$ cat src/rtl/dsw_pkg.sv
package dsw_pkg;

   typedef enum logic [1:0] {
      SEL_CSR0 = 2'd0,
      SEL_CSR1 = 2'd1,
      SEL_TB   = 2'd2,
      SEL_NONE = 2'd3
   } reg_sel_e;

   // Offsets and bit positions that software decodes
   localparam logic [31:0] OFF_CSR0 = 32'h0;
   localparam logic [31:0] OFF_CSR1 = 32'h4;
   localparam logic [31:0] OFF_TB   = 32'h8;

   localparam int BIT_RSTS  = 3;
   localparam int BIT_STATE = 2;
   localparam int BIT_EN1   = 1;
   localparam int BIT_EN2   = 0;

endpackage

$ cat src/rtl/dsw_timebase.sv
module dsw_timebase #(
   parameter int TB_W = 32
) (
   input  logic            clk,
   input  logic            rst_n,
   output logic [TB_W-1:0] tb_o
);

   logic [TB_W-1:0] tb_q;

   always_ff @(posedge clk) begin
      if (!rst_n) tb_q <= '0;
      else        tb_q <= tb_q + 1'b1;
   end

   assign tb_o = tb_q;

   AST_TB_STEP: assert property (@(posedge clk) disable iff (!rst_n)
      $past(rst_n) |-> tb_q == $past(tb_q) + 1'b1) else $error("timebase step");

endmodule

$ cat src/rtl/dsw_expiry.sv
module dsw_expiry #(
   parameter int CNT_W = 8
) (
   input  logic clk,
   input  logic rst_n,
   input  logic running_i,
   input  logic kick_i,
   input  logic clr_rsts_i,
   output logic state_o,
   output logic rsts_o,
   output logic rst_pulse_o
);

   logic [CNT_W-1:0] cnt_q;
   logic             state_q;
   logic             rsts_q;
   logic             pulse_q;
   logic             at_end;
   logic             expire;
   logic             second;

   assign at_end = &cnt_q;
   assign expire = running_i && at_end && !kick_i;
   assign second = expire && state_q;

   always_ff @(posedge clk) begin
      if (!rst_n) begin
         cnt_q <= '0;
      end else if (!running_i || kick_i) begin
         cnt_q <= '0;
      end else begin
         cnt_q <= cnt_q + 1'b1;
      end
   end

   always_ff @(posedge clk) begin
      if (!rst_n) begin
         state_q <= 1'b0;
         rsts_q  <= 1'b0;
         pulse_q <= 1'b0;
      end else begin
         pulse_q <= second;
         if (kick_i)      state_q <= 1'b0;
         else if (expire) state_q <= 1'b1;
         if (second)          rsts_q <= 1'b1;
         else if (clr_rsts_i) rsts_q <= 1'b0;
      end
   end

   assign state_o     = state_q;
   assign rsts_o      = rsts_q;
   assign rst_pulse_o = pulse_q;

   AST_RST_SINGLE: assert property (@(posedge clk) disable iff (!rst_n)
      pulse_q |=> !pulse_q) else $error("reset pulse longer than one cycle");
   AST_RST_AFTER_STATE: assert property (@(posedge clk) disable iff (!rst_n)
      pulse_q |-> state_q && rsts_q) else $error("reset without state");
   AST_KICK_CLEARS: assert property (@(posedge clk) disable iff (!rst_n)
      kick_i |=> !state_q && !pulse_q) else $error("restart ignored");
   AST_EXPIRY_NEEDS_RUN: assert property (@(posedge clk) disable iff (!rst_n)
      $rose(state_q) |-> $past(running_i)) else $error("expiry while stopped");
   AST_IDLE_HOLDS: assert property (@(posedge clk) disable iff (!rst_n)
      !running_i |=> !$rose(rsts_q) && !pulse_q) else $error("stage while stopped");

endmodule

$ cat src/rtl/dsw_regs.sv
module dsw_regs
   import dsw_pkg::*;
#(
   parameter int ADDR_W      = 8,
   parameter int TB_W        = 32,
   parameter bit ENABLE_ONCE = 1'b0
) (
   input  logic              clk,
   input  logic              rst_n,
   input  logic [ADDR_W-1:0] addr_i,
   input  logic              wr_en_i,
   input  logic [31:0]       wdata_i,
   input  logic              state_i,
   input  logic              rsts_i,
   input  logic [TB_W-1:0]   tb_i,
   output logic [31:0]       rdata_o,
   output logic              running_o,
   output logic              kick_o,
   output logic              clr_rsts_o
);

   reg_sel_e sel;
   logic     en1_q;
   logic     en2_q;
   logic     en1_lock;
   logic     wr0;
   logic     wr1;

   always_comb begin
      if (32'(addr_i) == OFF_CSR0)      sel = SEL_CSR0;
      else if (32'(addr_i) == OFF_CSR1) sel = SEL_CSR1;
      else if (32'(addr_i) == OFF_TB)   sel = SEL_TB;
      else                              sel = SEL_NONE;
   end

   assign wr0 = wr_en_i && (sel == SEL_CSR0);
   assign wr1 = wr_en_i && (sel == SEL_CSR1);

   generate
      if (ENABLE_ONCE) begin : g_lock
         assign en1_lock = en1_q;
         AST_ONCE_STICKY: assert property (@(posedge clk) disable iff (!rst_n)
            $past(rst_n) && $past(en1_q) |-> en1_q) else $error("sticky enable dropped");
      end else begin : g_free
         assign en1_lock = 1'b0;
      end
   endgenerate

   always_ff @(posedge clk) begin
      if (!rst_n) begin
         en1_q <= 1'b0;
         en2_q <= 1'b0;
      end else begin
         if (wr0) begin
            if (wdata_i[BIT_EN1])  en1_q <= 1'b1;
            else if (!en1_lock)    en1_q <= 1'b0;
         end
         if (wr1) en2_q <= wdata_i[BIT_EN2];
      end
   end

   assign running_o  = en1_q && en2_q;
   assign kick_o     = wr0 && wdata_i[BIT_STATE];
   assign clr_rsts_o = wr0 && wdata_i[BIT_RSTS];

   always_comb begin
      rdata_o = '0;
      unique case (sel)
         SEL_CSR0: begin
            rdata_o[BIT_RSTS]  = rsts_i;
            rdata_o[BIT_STATE] = state_i;
            rdata_o[BIT_EN1]   = en1_q;
            rdata_o[BIT_EN2]   = en2_q;
         end
         SEL_CSR1: rdata_o[BIT_EN2] = en2_q;
         SEL_TB:   rdata_o = 32'(tb_i);
         default:  rdata_o = '0;
      endcase
   end

   AST_EN2_ONLY_CSR1: assert property (@(posedge clk) disable iff (!rst_n)
      !wr1 |=> $stable(en2_q)) else $error("secondary enable moved");

endmodule

$ cat src/rtl/dsw_top.sv
module dsw_top
   import dsw_pkg::*;
#(
   parameter int ADDR_W        = 8,
   parameter int INTERVAL_LOG2 = 16,
   parameter int TB_W          = 32,
   parameter bit ENABLE_ONCE   = 1'b0
) (
   input  logic              clk,
   input  logic              rst_n,
   input  logic [ADDR_W-1:0] reg_addr,
   input  logic              reg_wr_en,
   input  logic [31:0]       reg_wdata,
   output logic [31:0]       reg_rdata,
   output logic              wdog_irq,
   output logic              wdog_rst
);

   generate
      if (INTERVAL_LOG2 < 2 || INTERVAL_LOG2 > 31) begin : g_bad_interval
         $error("INTERVAL_LOG2 must lie in 2..31");
      end
      if (TB_W < 8 || TB_W > 32) begin : g_bad_tb
         $error("TB_W must lie in 8..32");
      end
      if (ADDR_W < 4 || ADDR_W > 32) begin : g_bad_addr
         $error("ADDR_W must lie in 4..32");
      end
   endgenerate

   logic            running;
   logic            kick;
   logic            clr_rsts;
   logic            state;
   logic            rsts;
   logic            pulse;
   logic [TB_W-1:0] tb;

   dsw_timebase #(.TB_W(TB_W)) u_tb (
      .clk   (clk),
      .rst_n (rst_n),
      .tb_o  (tb)
   );

   dsw_regs #(
      .ADDR_W      (ADDR_W),
      .TB_W        (TB_W),
      .ENABLE_ONCE (ENABLE_ONCE)
   ) u_regs (
      .clk        (clk),
      .rst_n      (rst_n),
      .addr_i     (reg_addr),
      .wr_en_i    (reg_wr_en),
      .wdata_i    (reg_wdata),
      .state_i    (state),
      .rsts_i     (rsts),
      .tb_i       (tb),
      .rdata_o    (reg_rdata),
      .running_o  (running),
      .kick_o     (kick),
      .clr_rsts_o (clr_rsts)
   );

   dsw_expiry #(.CNT_W(INTERVAL_LOG2)) u_exp (
      .clk         (clk),
      .rst_n       (rst_n),
      .running_i   (running),
      .kick_i      (kick),
      .clr_rsts_i  (clr_rsts),
      .state_o     (state),
      .rsts_o      (rsts),
      .rst_pulse_o (pulse)
   );

   assign wdog_irq = state;
   assign wdog_rst = pulse;

   AST_RST_HAS_IRQ: assert property (@(posedge clk) disable iff (!rst_n)
      wdog_rst |-> wdog_irq) else $error("reset before interrupt");

endmodule

$ cat config.mk
export PLATFORM = sky130hd
export DESIGN_NAME = dsw_top
export DESIGN_NICKNAME = d
export VERILOG_FILES = /design/src/rtl/dsw_pkg.sv /design/src/rtl/dsw_timebase.sv /design/src/rtl/dsw_expiry.sv /design/src/rtl/dsw_regs.sv /design/src/rtl/dsw_top.sv
export SDC_FILE = /design/constraint.sdc
export NUM_CORES = 1
export LEC_CHECK = 0
export ABC_CLOCK_PERIOD_IN_PS = 6150
export BUFFER_PORTS_ARGS = -buffer_cell sky130_fd_sc_hd__buf_2
export CAP_MARGIN = 25
export CORE_AREA = 10 10 81 83
export CTS_CLUSTER_SIZE = 20
export DETAILED_ROUTE_END_ITERATION = 10
export DIE_AREA = 0 0 91 93
export PLACE_DENSITY = 0.86
export SLEW_MARGIN = 40
export SYNTH_ARGS = -nofsm -noshare
export SYNTH_HDL_FRONTEND = slang
export SYNTH_HIERARCHICAL = 1
export SYNTH_SLANG_ARGS = --single-unit
$ cat constraint.sdc
create_clock -name clk -period 6.15 [get_ports clk]
set_clock_uncertainty 0.05 [all_clocks]
set_input_delay 1.845 -clock clk [delete_from_list [all_inputs] [get_ports clk]]
set_output_delay 1.845 -clock clk [all_outputs]
set_load 0.01 [all_outputs]
# After elaboration in Yosys (flattened, before gate mapping)
# Index checks and enable logic that the tools add are counted.
# W data, S select, Z words.
dict set report totals {
  register_bits 53
  out_inout_bits 34
  in_bits 43
  wordCells 41
}
dict set report op_classes {
  bitwise 1
  n_reduce_logical 18
  eq_ne 4
  n_mux 9
  addsub 2
}
# op n
set ops {}
lappend ops {{$add A32 B1 Y32 const B} 1}
lappend ops {{$mux W28} 1}
lappend ops {{$add A16 B1 Y16 const B} 1}
lappend ops {{$reduce_and A16 Y1} 1}
lappend ops {{$eq A8 B3 Y1 const B} 1}
lappend ops {{$eq A8 B4 Y1 const B} 1}
lappend ops {{$logic_and A1 B1 Y1} 8}
lappend ops {{$logic_not A8 Y1} 1}
lappend ops {{$pmux W3 S2} 1}
lappend ops {{$reduce_or A2 Y1} 3}
lappend ops {{$mux W1} 4}
lappend ops {{$mux W2} 2}
lappend ops {{$eq A2 B1 Y1 const B} 1}
lappend ops {{$eq A2 B2 Y1 const B} 1}
lappend ops {{$logic_not A1 Y1} 2}
lappend ops {{$logic_not A2 Y1} 1}
lappend ops {{$pmux W1 S2} 1}
lappend ops {{$reduce_bool A2 Y1} 1}
lappend ops {{$logic_or A1 B1 Y1} 1}
lappend ops {{$not A1 Y1} 1}

# Logic depth before layout (Yosys ltp)
# Gate-level depths: netlist of run 1.
dict set report logic_depth {
  word_depth 11
  mapped_depth 8
  depth_no_buf 7
}

# Cells and area by module
# The synthesis of run 1 kept the hierarchy.
# module instances area_per_inst_um2 cells_per_inst
set modules_own_cells {}
lappend modules_own_cells {dsw_timebase 1 1466.4 168}
lappend modules_own_cells {dsw_expiry 1 779.5 89}
lappend modules_own_cells {dsw_regs 1 446.7 60}

# Worst setup path after synthesis of run 1
# No wires, ideal clock.
dict set report synth_path {
  path_kind {input to output}
  start {input port reg_addr[1]}
  end {output port reg_rdata[11]}
  slack_ps 1137
  n_path_buf 1
  required_time_ps 4255
  path_stages 4
  arrival_ps 3118
  path_cell_list {or4_4 nor4b_4 buf_6 and2_1}
}
dict set report synth_via {
  elab_chain_cells 6
  elab_cells_between_ends 8
  classes_between {3 x eq/ne; 4 x mux; 1 x reduce/logical}
}
# element line
set synth_rtl {}
lappend synth_rtl {{start, declared} dsw_top.sv:11} ;# input logic [ADDR_W-1:0] reg_addr,
lappend synth_rtl {{$eq A8 B4 Y1} dsw_regs.sv:32} ;# else if (32'(addr_i) == OFF_TB) sel = SEL_TB;
lappend synth_rtl {{$mux W1} dsw_regs.sv:32}
lappend synth_rtl {{$mux W2} dsw_regs.sv:31} ;# else if (32'(addr_i) == OFF_CSR1) sel = SEL_CSR1;
lappend synth_rtl {{$mux W2 *} dsw_regs.sv:30} ;# if (32'(addr_i) == OFF_CSR0) sel = SEL_CSR0;
lappend synth_rtl {{$eq A2 B2 Y1 *} dsw_regs.sv:68} ;# unique case (sel)
lappend synth_rtl {{$mux W28 *} dsw_regs.sv:68}
lappend synth_rtl {{end, declared} dsw_top.sv:14} ;# output logic [31:0] reg_rdata,
# Every way passes the cells marked *; elsewhere a longest branch is shown, timed or not.

# Final worst setup path of run 1
dict set report layout_path {
  start {input port reg_addr[1]}
  end {output port reg_rdata[31]}
}
# The elaborated chain is that of the path after synthesis.

==> key figures, run 1 <==
Clocking
  • Post-cts sizing count: 0
  • Number of buffers inserted during clock tree synthesis: 5
  • Maximum level of the CTS H-tree: 2
  • Clock insertion delay at the later pin of the skew report: 0.31 ns
  • Number of setup buffers added after CTS: 0
  • Clock edge transition at the registers on the reported setup and hold paths: 0.09 ns
  • Root Driver: clkbuf_8
  • Clock tree sinks: 53
  • Number of buffers added to fix hold violations after cts: 0
  • TritonCTS clock tree: built
  • Deepest clock path buffer count: 2

Hold path
  • Hold path startpoint: u_regs/en2_q$_SDFFE_PN0P_
  • Hold worst-path end: u_regs/en2_q$_SDFFE_PN0P_
  • Instance count along the most critical hold path: 2
  • Worst min-delay path category: reg2reg

Critical path
  • Cells traversed along the worst timing path: buf_2 > or4_4 > nor4b_4 > buf_4 > and2_2 > buf_2
  • Setup slack on the worst flop-to-flop path: 3.82 ns
  • Cell type with the highest occurrence count on the critical path: buf_2
  • Largest fanout of any net on the critical path: 28
  • Capture instance of the worst register-to-register path: u_tb/tb_o[29]$_SDFF_PN0_
  • Critical path class: in2out
  • Kind of end point of the critical path: primary output
  • Launching point of the worst reg2reg path: u_tb/tb_o[2]$_SDFF_PN0_
  • Count of buffer and inverter cells on the critical path: 3
  • Startpoint type of the worst setup path: primary input
  • Critical Path Max Stage Delay: 0.57 ns
  • Top Family by Delay on Critical Path: simple AND/OR/NAND/NOR gates
  • Critical path data arrival time: 3.31 ns
  • R2R cell count: 4
  • Worst path slowest cell: or4_4
  • Crit path required time: 4.26 ns

GRT
  • First-pass GRT wire length: 9940 um
  • Overall routing resource usage: 13.6%
  • Congestion Overflow GR: 0
  • Antenna violations before repair: 0
  • Largest net degree at the start of global routing: 29
  • Number of global-route vias before repair: 2285

Detailed routing
  • Via total after detailed routing: 2357
  • Detailed-routing iteration count for the pre-antenna-repair pass: 4
  • Avg WL per Cell: 13.4 um
  • Final wirelength: 5740 um
  • Via density: 5.48
  • Antenna Nets Post-Route: 0
  • Count of routing violations after the opening detailed-route iteration: 90
  • DRC Markers: 0

Placement
  • Total placed cells including tap cells: 422
  • Input/output buffers: 48
  • Gp weighted congestion: 0.757
  • Cell Area, Placed: 2950 um^2
  • HPWL Detailed: 4190 um
  • Worst setup slack before clock tree synthesis: 0.923 ns

Layout
  • Final net count: 404
  • Final std cell area, no fill: 3070 um^2
  • Area growth from synthesis to layout: 13.8%
  • Fraction of layout cells with a size suffix above 1: 21.9%
  • Fin util: 61.2%
  • Final cell count without fillers: 430
  • Multi-input gate area in the final layout: 1520 um^2
  • Antenna cell count: 0
  • Number of filler instances in the final layout: 461
  • Footprint of the flip-flops and latches: 1060 um^2

Die
  • Initial cell density of the core: 53.7%
  • # rows: 26
  • Placeable core region: 5010 um^2
  • Full die area: 8460 um^2
  • Height of the die: 93 um
  • Die boundary width: 91 um
  • I/O Pins: 77

STA
  • Hold violation total from the final report: 0
  • Min setup slack post-route: 0.941 ns
  • Highest achievable clock rate: 192 MHz
  • Setup tns final: 0 ns
  • Transition at the pin with the smallest max-transition slack: 0.761 ns
  • Portion of the clock cycle consumed by the worst path in the final layout: 84.7%
  • Final Critical Period: 5.21 ns
  • Count of final setup violators: 0
  • Final max-slew violation count: 0
  • Unrepaired setup endpoints after global routing: no
  • Relative slew slack: 48.9%

Synth
  • Sequential-to-total area share from yosys stat: 39.4%
  • Share of synthesized area spent on multiplexers: 2.97%
  • Fraction of synthesized cell area taken by the top area cell type: 39.4%
  • Main combinational cell family by area after synthesis: simple AND/OR/NAND/NOR gates
  • Cell type with the largest total area after synthesis: dfxtp_1
  • Post-synth ARST share: 0%
  • Synthesized net count: 362
  • Post-synth top flop: dfxtp_1
  • Gate count after technology mapping: 317
  • Netlist area before placement: 2690 um^2
  • Number of synthesized register bits: 53
  • Synth Warn #: 6
  • Post-synthesis cell type count: 40
  • Xor/xnor share of the synthesized area: 6.18%
  • Average cell area after synthesis: 8.49 um^2
  • Post-synth EDFFs: 0
  • Largest cells by area after synthesis: dfxtp_1 (39%), and2_1 (4.4%), xnor2_1 (4.2%), a21oi_1 (4.1%), or4_1 (3.9%)
  • Simple-gate portion of the synthesized area: 36.0%
  • Complex-gate fraction of the synthesized area: 10.3%
  • Adder-Cell Fraction of Synth Area: 0.929%

Power and ir drop
  • Leakage Power: 1.06 nW
  • PwrDens: 195 nW/um^2
  • Largest voltage drop on the vdd net: 0.112 mV

Flow run
  • Max-cap check violation count: 0

Status
  • Result of the run: finished clean
how the worst max path moves through the flow:
stage	start	end	cells after the start
after floorplan	reg_addr[1]	reg_rdata[11]	4
after global placement	reg_addr[1]	reg_rdata[31]	6
after detailed placement	reg_addr[1]	reg_rdata[31]	6
after CTS	reg_addr[1]	reg_rdata[31]	6
after global routing	reg_addr[1]	reg_rdata[4]	6
final	reg_addr[1]	reg_rdata[31]	6
Yosys cell counts (all sizes together) (8+ instances only):
cell	number
o31ai	12
dfxtp	53
or3	10
a21oi	22
nand2	23
nand3	17
nand4	8
and2	32
or4	15
nor2	27
nor4	9
xnor2	13
o21ai	9
mux2i	8
inv	10
metal layers:
layer,up-vias,track usage [%],routed length [um]
met1,1096,14.9,2610
li1,1207,-,-
met3,4,4.56,346
met4,0,5.35,55
met5,-,0,0
met2,50,23.9,2730
final cells by class:
cell class / instances / share of cell area, %
clock buffer: 6 / 2.37
sequential: 53 / 34.6
timing repair buffer: 49 / 8.08
inverter: 11 / 1.35
multi-input combinational: 239 / 49.5
clock inverter: 2 / 1.27
tap: 70 / 2.86
flip-flops by register name, summed over array words and instances, names as in the netlist:
name / flops
u_tb/tb_o: 32
u_exp/cnt_q: 16
u_exp/rst_pulse_o: 1
u_exp/rsts_o: 1
u_exp/state_o: 1
u_regs/en1_q: 1
u_regs/en2_q: 1
power by group:
| group | switching [mW] | leakage [nW] | total, mW | internal (mW) |
|---|---|---|---|---|
| Sequential | 0.00227 | 0.427 | 0.347 | 0.345 |
| Combinational | 0.0101 | 0.579 | 0.0173 | 0.00713 |
| Clock | 0.112 | 0.0554 | 0.234 | 0.122 |
cell usage in the layout, fill, tap and decap left out, drive strengths merged:
cell type  Yosys  layout
and2          32      32
or2            1       1
nand3b         2       2
xor2           6       6
a31o           1       1
o31a           1       1
or3b           1       1
clkinv         1       2
nor2          27      27
or4b           1       1
a21oi         22      22
nor4           9       9
o21a           1       1
buf            7      49
nor3b          1       1
a31oi          1       1
or3           10      10
xnor2         13      13
nand3         17      17
and4           3       3
inv           10      10
nand2         23      23
clkbuf         7       6
o31ai         12      12
nor4b          1       1
nor3           7       7
nand4          8       8
or4           15      15
o21ai          9       9
ha             2       2
dfxtp         53      53
nor2b          1       1
nand2b         4       4
bufinv         0       1
mux2i          8       8
stage by stage:
stage | total power [mW] | hold slack, ns
2_1_floorplan | 0.365 | 0.388
3_3_place_gp | 0.372 | 0.404
3_5_place_dp | 0.372 | 0.407
4_1_cts | 0.605 | 0.421
5_1_grt | 0.624 | 0.447
6_report | 0.599 | 0.422
worst min-delay path: cells and delay by family (launching register included):
kind,cells,cell delay [ns]
flops,1,0.32
mux,1,0.05
simple gates,1,0.05
logic make-up after synthesis:
group | count (synthesis)
and+or+nand+nor | 163
muxes | 8
AOI/OAI and AO/OA | 47
buffers and inverters | 25
adders and majority gates | 2
xor gates and xnor gates | 19
DFF | 53
Power figures use the tool's default switching activity.
==> run 2: changes to the inputs <==
- ABC_CLOCK_PERIOD_IN_PS: 6150 -> 5200
- CORE_AREA: 10 10 81 83 -> 10 10 83 85
- DIE_AREA: 0 0 91 93 -> 0 0 93 95
- PLACE_DENSITY: 0.86 -> 0.82
- clock period: 6.15 -> 5.2 ns (I/O delays scaled with it)
==> run 2 against run 1 <==
Compared with the run above:
- die area is 4.4% higher
- utilization fell by 3.6 points
- sequential cell count is the same
- register-to-register slack lost 0.95 ns
- combinational power up 18%
- global-route usage fell by 0.32 points
- final cell count rose by 0.47%
- sequential share of layout area fell by 0.071 points
- first-iteration DRC count increased by 20%
- power is 19% higher
- critical endpoint unchanged
- largest power group unchanged
- highest routed layer unchanged
==> key figures, run 2 (same netlist as run 1, synthesis figures left out) <==
Status
  • Result of the run: finished clean (unchanged)

Placement
  • Gp weighted congestion: 0.789 (was 0.757)
  • Total placed cells including tap cells: 424 (was 422)
  • Cell Area, Placed: 2960 um^2 (was 2950 um^2)
  • HPWL Detailed: 4120 um (was 4190 um)
  • Input/output buffers: 48 (unchanged)

Power and ir drop
  • Largest voltage drop on the vdd net: 0.159 mV (was 0.112 mV)
  • Leakage Power: 1.06 nW (about the same)
  • Power consumption: 713 uW (was 599 uW)
  • PwrDens: 232 nW/um^2 (was 195 nW/um^2)

Die
  • I/O Pins: 77 (unchanged)
  • # rows: 27 (was 26)
  • Initial cell density of the core: 50.4% (was 53.7%)
  • Placeable core region: 5340 um^2 (was 5010 um^2)
  • Die boundary width: 93 um (was 91 um)
  • Height of the die: 95 um (was 93 um)
  • Full die area: 8840 um^2 (was 8460 um^2)

STA
  • Portion of the clock cycle consumed by the worst path in the final layout: 89.5%
  • Min Hold Slack: 0.418 ns (was 0.422 ns)
  • Transition at the pin with the smallest max-transition slack: 0.724 ns (was 0.761 ns)
  • Setup tns final: 0 ns (unchanged)
  • Highest achievable clock rate: 215 MHz
  • Relative slew slack: 51.4% (was 48.9%)
  • Unrepaired setup endpoints after global routing: no (unchanged)
  • Final max-slew violation count: 0 (unchanged)
  • Final Critical Period: 4.65 ns
  • Count of final setup violators: 0 (unchanged)
  • Hold violation total from the final report: 0 (unchanged)

Critical path
  • Critical path class: in2out (unchanged)
  • Critical path data arrival time: 3.04 ns (was 3.31 ns)
  • Kind of end point of the critical path: primary output (unchanged)
  • Setup slack on the worst flop-to-flop path: 2.87 ns (was 3.82 ns)
  • Largest fanout of any net on the critical path: 28 (unchanged)
  • Crit path required time: 3.59 ns (was 4.26 ns)
  • Startpoint type of the worst setup path: primary input (unchanged)

Detailed routing
  • Final wirelength: 5670 um (was 5740 um)
  • DRC Markers: 0 (unchanged)
  • Avg WL per Cell: 13.1 um (was 13.4 um)
  • Antenna Nets Post-Route: 0 (unchanged)
  • Via density: 5.37 (was 5.48)
  • Count of routing violations after the opening detailed-route iteration: 108 (was 90)
  • Detailed-routing iteration count for the pre-antenna-repair pass: 4 (unchanged)
  • Via total after detailed routing: 2318 (was 2357)

GRT
  • Antenna violations before repair: 0 (unchanged)
  • Largest net degree at the start of global routing: 29 (unchanged)
  • Congestion Overflow GR: 0 (unchanged)
  • First-pass GRT wire length: 9970 um (was 9940 um)
  • Overall routing resource usage: 13.3% (was 13.6%)
  • Number of global-route vias before repair: 2276 (was 2285)

Clocking
  • Clock insertion delay at the later pin of the skew report: 0.31 ns (about the same)
  • Number of setup buffers added after CTS: 0 (unchanged)
  • Post-cts sizing count: 0 (unchanged)
  • Root Driver: clkbuf_8 (unchanged)
  • Clock tree sinks: 53 (unchanged)
  • Maximum level of the CTS H-tree: 2 (unchanged)
  • Number of buffers added to fix hold violations after cts: 0 (unchanged)
  • Clock edge transition at the registers on the reported setup and hold paths: 0.09 ns (about the same)
  • Number of buffers inserted during clock tree synthesis: 5 (unchanged)
  • TritonCTS clock tree: built (unchanged)
  • Deepest clock path buffer count: 2 (unchanged)

Layout
  • Final std cell area, no fill: 3070 um^2 (about the same)
  • Final net count: 404 (unchanged)
  • Largest register FFs: 32 (unchanged)
  • Fraction of layout cells with a size suffix above 1: 22.2% (was 21.9%)
  • Final cell count without fillers: 432 (was 430)
  • Area growth from synthesis to layout: 14.1% (was 13.8%)
  • Leading cell type in the layout, fill and taps excluded: dfxtp_1 (unchanged)
  • Antenna cell count: 0 (unchanged)
  • Commonest cells after routing, fill and taps aside: dfxtp_1 (53), buf_2 (48), nor2_1 (27) (unchanged)

Flow run
  • Max-cap check violation count: 0 (unchanged)

Hold path
  • Worst min-delay path category: reg2reg (unchanged)
## run 2: cell count changes in the layout (fill, tap and decap cells not counted)
| cell | previous run | this run |
|---|---|---|
| clkbuf_1 | 1 | 0 |
| clkinvlp_4 | 0 | 1 |
## run 2: cell type report
| class | count | area, um^2 |
|---|---|---|
| clock buffer | 5 | 68.8 |
| clock inverter | 3 | 46.3 |
| fill | 494 | 2270 |
| inverter | 11 | 41.3 |
| multi-input combinational | 239 | 1520 |
| sequential | 53 | 1060 |
| tap | 72 | 90.1 |
| timing repair buffer | 49 | 248 |
## run 2: final timing paths
path	from	to	cells after the start
setup reg to reg	u_tb/tb_o[0]$_SDFF_PN0_	u_tb/tb_o[20]$_SDFF_PN0_	5
setup / recovery	reg_addr[1]	reg_rdata[31]	6
hold / removal	u_regs/en2_q$_SDFFE_PN0P_	u_regs/en2_q$_SDFFE_PN0P_	2
hold reg to reg	u_regs/en2_q$_SDFFE_PN0P_	u_regs/en2_q$_SDFFE_PN0P_	2
## run 2: per-stage QoR
stage / utilization [%] / worst slack, ns
detailed placement: 55.4 / 0.527
CTS: 57.5 / 0.525
global placement: 55.4 / 0.551
global route: 57.5 / 0.479
floorplan: - / 0.757
finish: 57.5 / 0.547
## run 2: per-layer routing
layer / global-route usage (%) / part of all wire (%) / wire length, um / vias up
met3: 4.76 / 6.4 / 363 / 6
met2: 23.1 / 47 / 2690 / 47
met1: 14.7 / 45 / 2540 / 1061
li1: - / - / - / 1204
met5: 0 / 0 / 0 / -
met4: 4.76 / 1.3 / 74 / 0
## run 2: power breakdown
part	internal, mW	switching, mW	total [mW]
clock network	0.144	0.138	0.282
logic	0.00846	0.0120	0.0204
registers	0.408	0.00257	0.410
total	0.560	0.152	0.713
## run 2: critical path, stage by stage
cell     delay [ns]
buf_2          0.11
or4_4          0.57
nor4b_4        0.21
buf_4          0.27
and2_2         0.18
buf_2          0.12
==> run 3: changes to the inputs <==
- CAP_MARGIN: 25 -> 20
- PLACE_DENSITY: 0.82 -> 0.83
==> run 3 against run 2 <==
Compared with the run above:
- first-iteration DRC count stayed put
- critical path depth stayed put
- clock power is 5% lower
- sequential power hardly changed
- critical path type unchanged
- maximum frequency is 0.53% lower
- worst hold slack better by 0.011 ns
- sequential cell count stayed put
- final cell count is 0.23% lower
- highest routed layer unchanged
- worst setup slack worse by 0.025 ns
- final area is 0.37% lower
==> key figures, run 3 (same netlist as run 1, synthesis figures left out) <==
Status
  • Result of the run: finished clean (unchanged)

Clocking
  • Root Driver: clkbuf_8 (unchanged)
  • Clock tree sinks: 53 (unchanged)
  • Deepest clock path buffer count: 2 (unchanged)
  • Clock edge transition at the registers on the reported setup and hold paths: 0.08 ns (was 0.09 ns)
  • Clock insertion delay at the later pin of the skew report: 0.29 ns (was 0.31 ns)
  • Post-cts sizing count: 0 (unchanged)
  • TritonCTS clock tree: built (unchanged)
  • Number of buffers added to fix hold violations after cts: 0 (unchanged)
  • Number of buffers inserted during clock tree synthesis: 5 (unchanged)
  • Maximum level of the CTS H-tree: 2 (unchanged)
  • Number of setup buffers added after CTS: 0 (unchanged)

GRT
  • Antenna violations before repair: 0 (unchanged)
  • Number of global-route vias before repair: 2187 (was 2276)
  • First-pass GRT wire length: 9540 um (was 9970 um)
  • Overall routing resource usage: 12.8% (was 13.3%)
  • Congestion Overflow GR: 0 (unchanged)
  • Largest net degree at the start of global routing: 29 (unchanged)

Critical path
  • Cells traversed along the worst timing path: buf_2 > or4_4 > nor4b_4 > buf_4 > and2_2 > buf_2 (unchanged)
  • Critical path data arrival time: 3.07 ns (was 3.04 ns)
  • Kind of end point of the critical path: primary output (unchanged)
  • Critical Path Max Stage Delay: 0.57 ns (about the same)
  • Largest fanout of any net on the critical path: 28 (unchanged)
  • Launching point of the worst reg2reg path: u_tb/tb_o[0]$_SDFF_PN0_ (unchanged)
  • Capture instance of the worst register-to-register path: u_tb/tb_o[22]$_SDFF_PN0_ (was u_tb/tb_o[20]$_SDFF_PN0_)
  • Startpoint type of the worst setup path: primary input (unchanged)
  • Critical path class: in2out (unchanged)
  • R2R cell count: 5 (unchanged)
  • Cell type with the highest occurrence count on the critical path: buf_2 (unchanged)
  • Worst path slowest cell: or4_4 (unchanged)
  • Top Family by Delay on Critical Path: simple AND/OR/NAND/NOR gates (unchanged)
  • Count of buffer and inverter cells on the critical path: 3 (unchanged)
  • Setup slack on the worst flop-to-flop path: 2.89 ns (was 2.87 ns)
  • Crit path required time: 3.59 ns (about the same)

STA
  • Final Critical Period: 4.68 ns (was 4.65 ns)
  • Hold violation total from the final report: 0 (unchanged)
  • Setup tns final: 0 ns (unchanged)
  • Relative slew slack: 49.0% (was 51.4%)
  • Count of final setup violators: 0 (unchanged)
  • Highest achievable clock rate: 214 MHz (was 215 MHz)
  • Transition at the pin with the smallest max-transition slack: 0.761 ns (was 0.724 ns)
  • Unrepaired setup endpoints after global routing: no (unchanged)
  • Final max-slew violation count: 0 (unchanged)
  • Portion of the clock cycle consumed by the worst path in the final layout: 90.0% (was 89.5%)

Layout
  • Leading cell type in the layout, fill and taps excluded: dfxtp_1 (unchanged)
  • Area growth from synthesis to layout: 13.7% (was 14.1%)
  • Largest register FFs: 32 (unchanged)
  • Fraction of layout cells with a size suffix above 1: 22.0% (was 22.2%)
  • Final net count: 404 (unchanged)
  • Commonest cells after routing, fill and taps aside: dfxtp_1 (53), buf_2 (48), nor2_1 (27) (unchanged)
  • Final std cell area, no fill: 3060 um^2 (was 3070 um^2)
  • Antenna cell count: 0 (unchanged)

Power and ir drop
  • Largest voltage drop on the vdd net: 0.121 mV (was 0.159 mV)
  • PwrDens: 228 nW/um^2 (was 232 nW/um^2)
  • Part of the total power dissipated in sequential elements: 58.8% (was 57.6%)
  • Leakage Power: 1.06 nW (about the same)
  • Cell internal pwr: 556 uW (was 560 uW)
  • Fraction of power spent switching nets: 20.3% (was 21.4%)
  • Part of the power in combinational logic: 3.0% (was 2.9%)
  • Clock network fraction of total power: 38.2% (was 39.6%)
  • Sw Pwr: 141 uW (was 152 uW)

Detailed routing
  • Final wirelength: 5700 um (was 5670 um)
  • Avg WL per Cell: 13.2 um (was 13.1 um)
  • Detailed-routing iteration count for the pre-antenna-repair pass: 4 (unchanged)
  • Antenna Nets Post-Route: 0 (unchanged)
  • Count of routing violations after the opening detailed-route iteration: 108 (unchanged)
  • Via density: 5.31 (was 5.37)
  • DRC Markers: 0 (unchanged)
  • Via total after detailed routing: 2290 (was 2318)

Hold path
  • Hold worst-path end: u_regs/en2_q$_SDFFE_PN0P_ (unchanged)
  • Worst min-delay path category: reg2reg (unchanged)
  • Instance count along the most critical hold path: 2 (unchanged)
  • Hold path startpoint: u_regs/en2_q$_SDFFE_PN0P_ (unchanged)

Placement
  • Input/output buffers: 48 (unchanged)
  • HPWL Detailed: 4140 um (was 4120 um)
  • Gp weighted congestion: 0.790 (was 0.789)
  • Cell Area, Placed: 2960 um^2 (unchanged)

Die
  • Full die area: 8840 um^2 (unchanged)
  • Initial cell density of the core: 50.4% (unchanged)
  • Placeable core region: 5340 um^2 (unchanged)
  • # rows: 27 (unchanged)
  • I/O Pins: 77 (unchanged)
  • Height of the die: 95 um (unchanged)
  • Die boundary width: 93 um (unchanged)

Flow run
  • Max-cap check violation count: 0 (unchanged)
[run 3: cell type report]
class                   count  area, um^2
fillers                   480        2280
clock inverters             2        35.0
inverters                  11        41.3
well taps                  72        90.1
repair buffers             49         248
multi-input cells         239        1520
clock buffers               5        68.8
flip-flops and latches     53        1060
[run 3: power by group through the flow]
stage                     sequential, mW  combinational [mW]  clock (mW)
after floorplan                    0.419              0.0121           0
after detailed placement           0.420              0.0206           0
final                              0.410              0.0206       0.267
after global placement             0.420              0.0199           0
after global routing               0.410              0.0231       0.292
after CTS                          0.410              0.0206       0.274
[run 3: per-layer routing]
layer / global-route usage (%) / up-vias / part of all wire (%)
li1: - / 1200 / -
met1: 15.3 / 1023 / 46
met2: 21.0 / 63 / 46
met3: 4.76 / 4 / 7.5
met4: 4.24 / 0 / 0.82
met5: 0 / - / 0
[run 3: how the worst max path moves through the flow]
| stage | depth (start not counted) | slack, ns | to | start |
|---|---|---|---|---|
| 2_1_floorplan | 4 | 0.76 | reg_rdata[11] | reg_addr[1] |
| 3_3_place_gp | 6 | 0.55 | reg_rdata[31] | reg_addr[1] |
| 3_5_place_dp | 6 | 0.51 | reg_rdata[31] | reg_addr[1] |
| 4_1_cts | 6 | 0.51 | reg_rdata[31] | reg_addr[1] |
| 5_1_grt | 6 | 0.45 | reg_rdata[31] | reg_addr[1] |
| 6_report | 6 | 0.52 | reg_rdata[31] | reg_addr[1] |
[run 3: worst register-to-register path: stages (launching register included)]
cell	delay (ns)
dfxtp_1	0.41
ha_1	0.23
and4_1	0.28
or4b_1	0.64
or4_1	0.47
a21oi_1	0.15
[run 3: stage by stage]
step                setup WS (ns)  std cells  hold WS [ns]  power, mW  util [%]
floorplan                   0.757        317         0.388      0.431         -
global placement            0.549        424         0.400      0.440      55.4
detailed placement          0.515        424         0.409      0.440      55.4
CTS                         0.511        431         0.427      0.705      57.3
global route                0.448        431         0.458      0.725      57.3
finish                      0.522        431         0.429      0.697      57.3
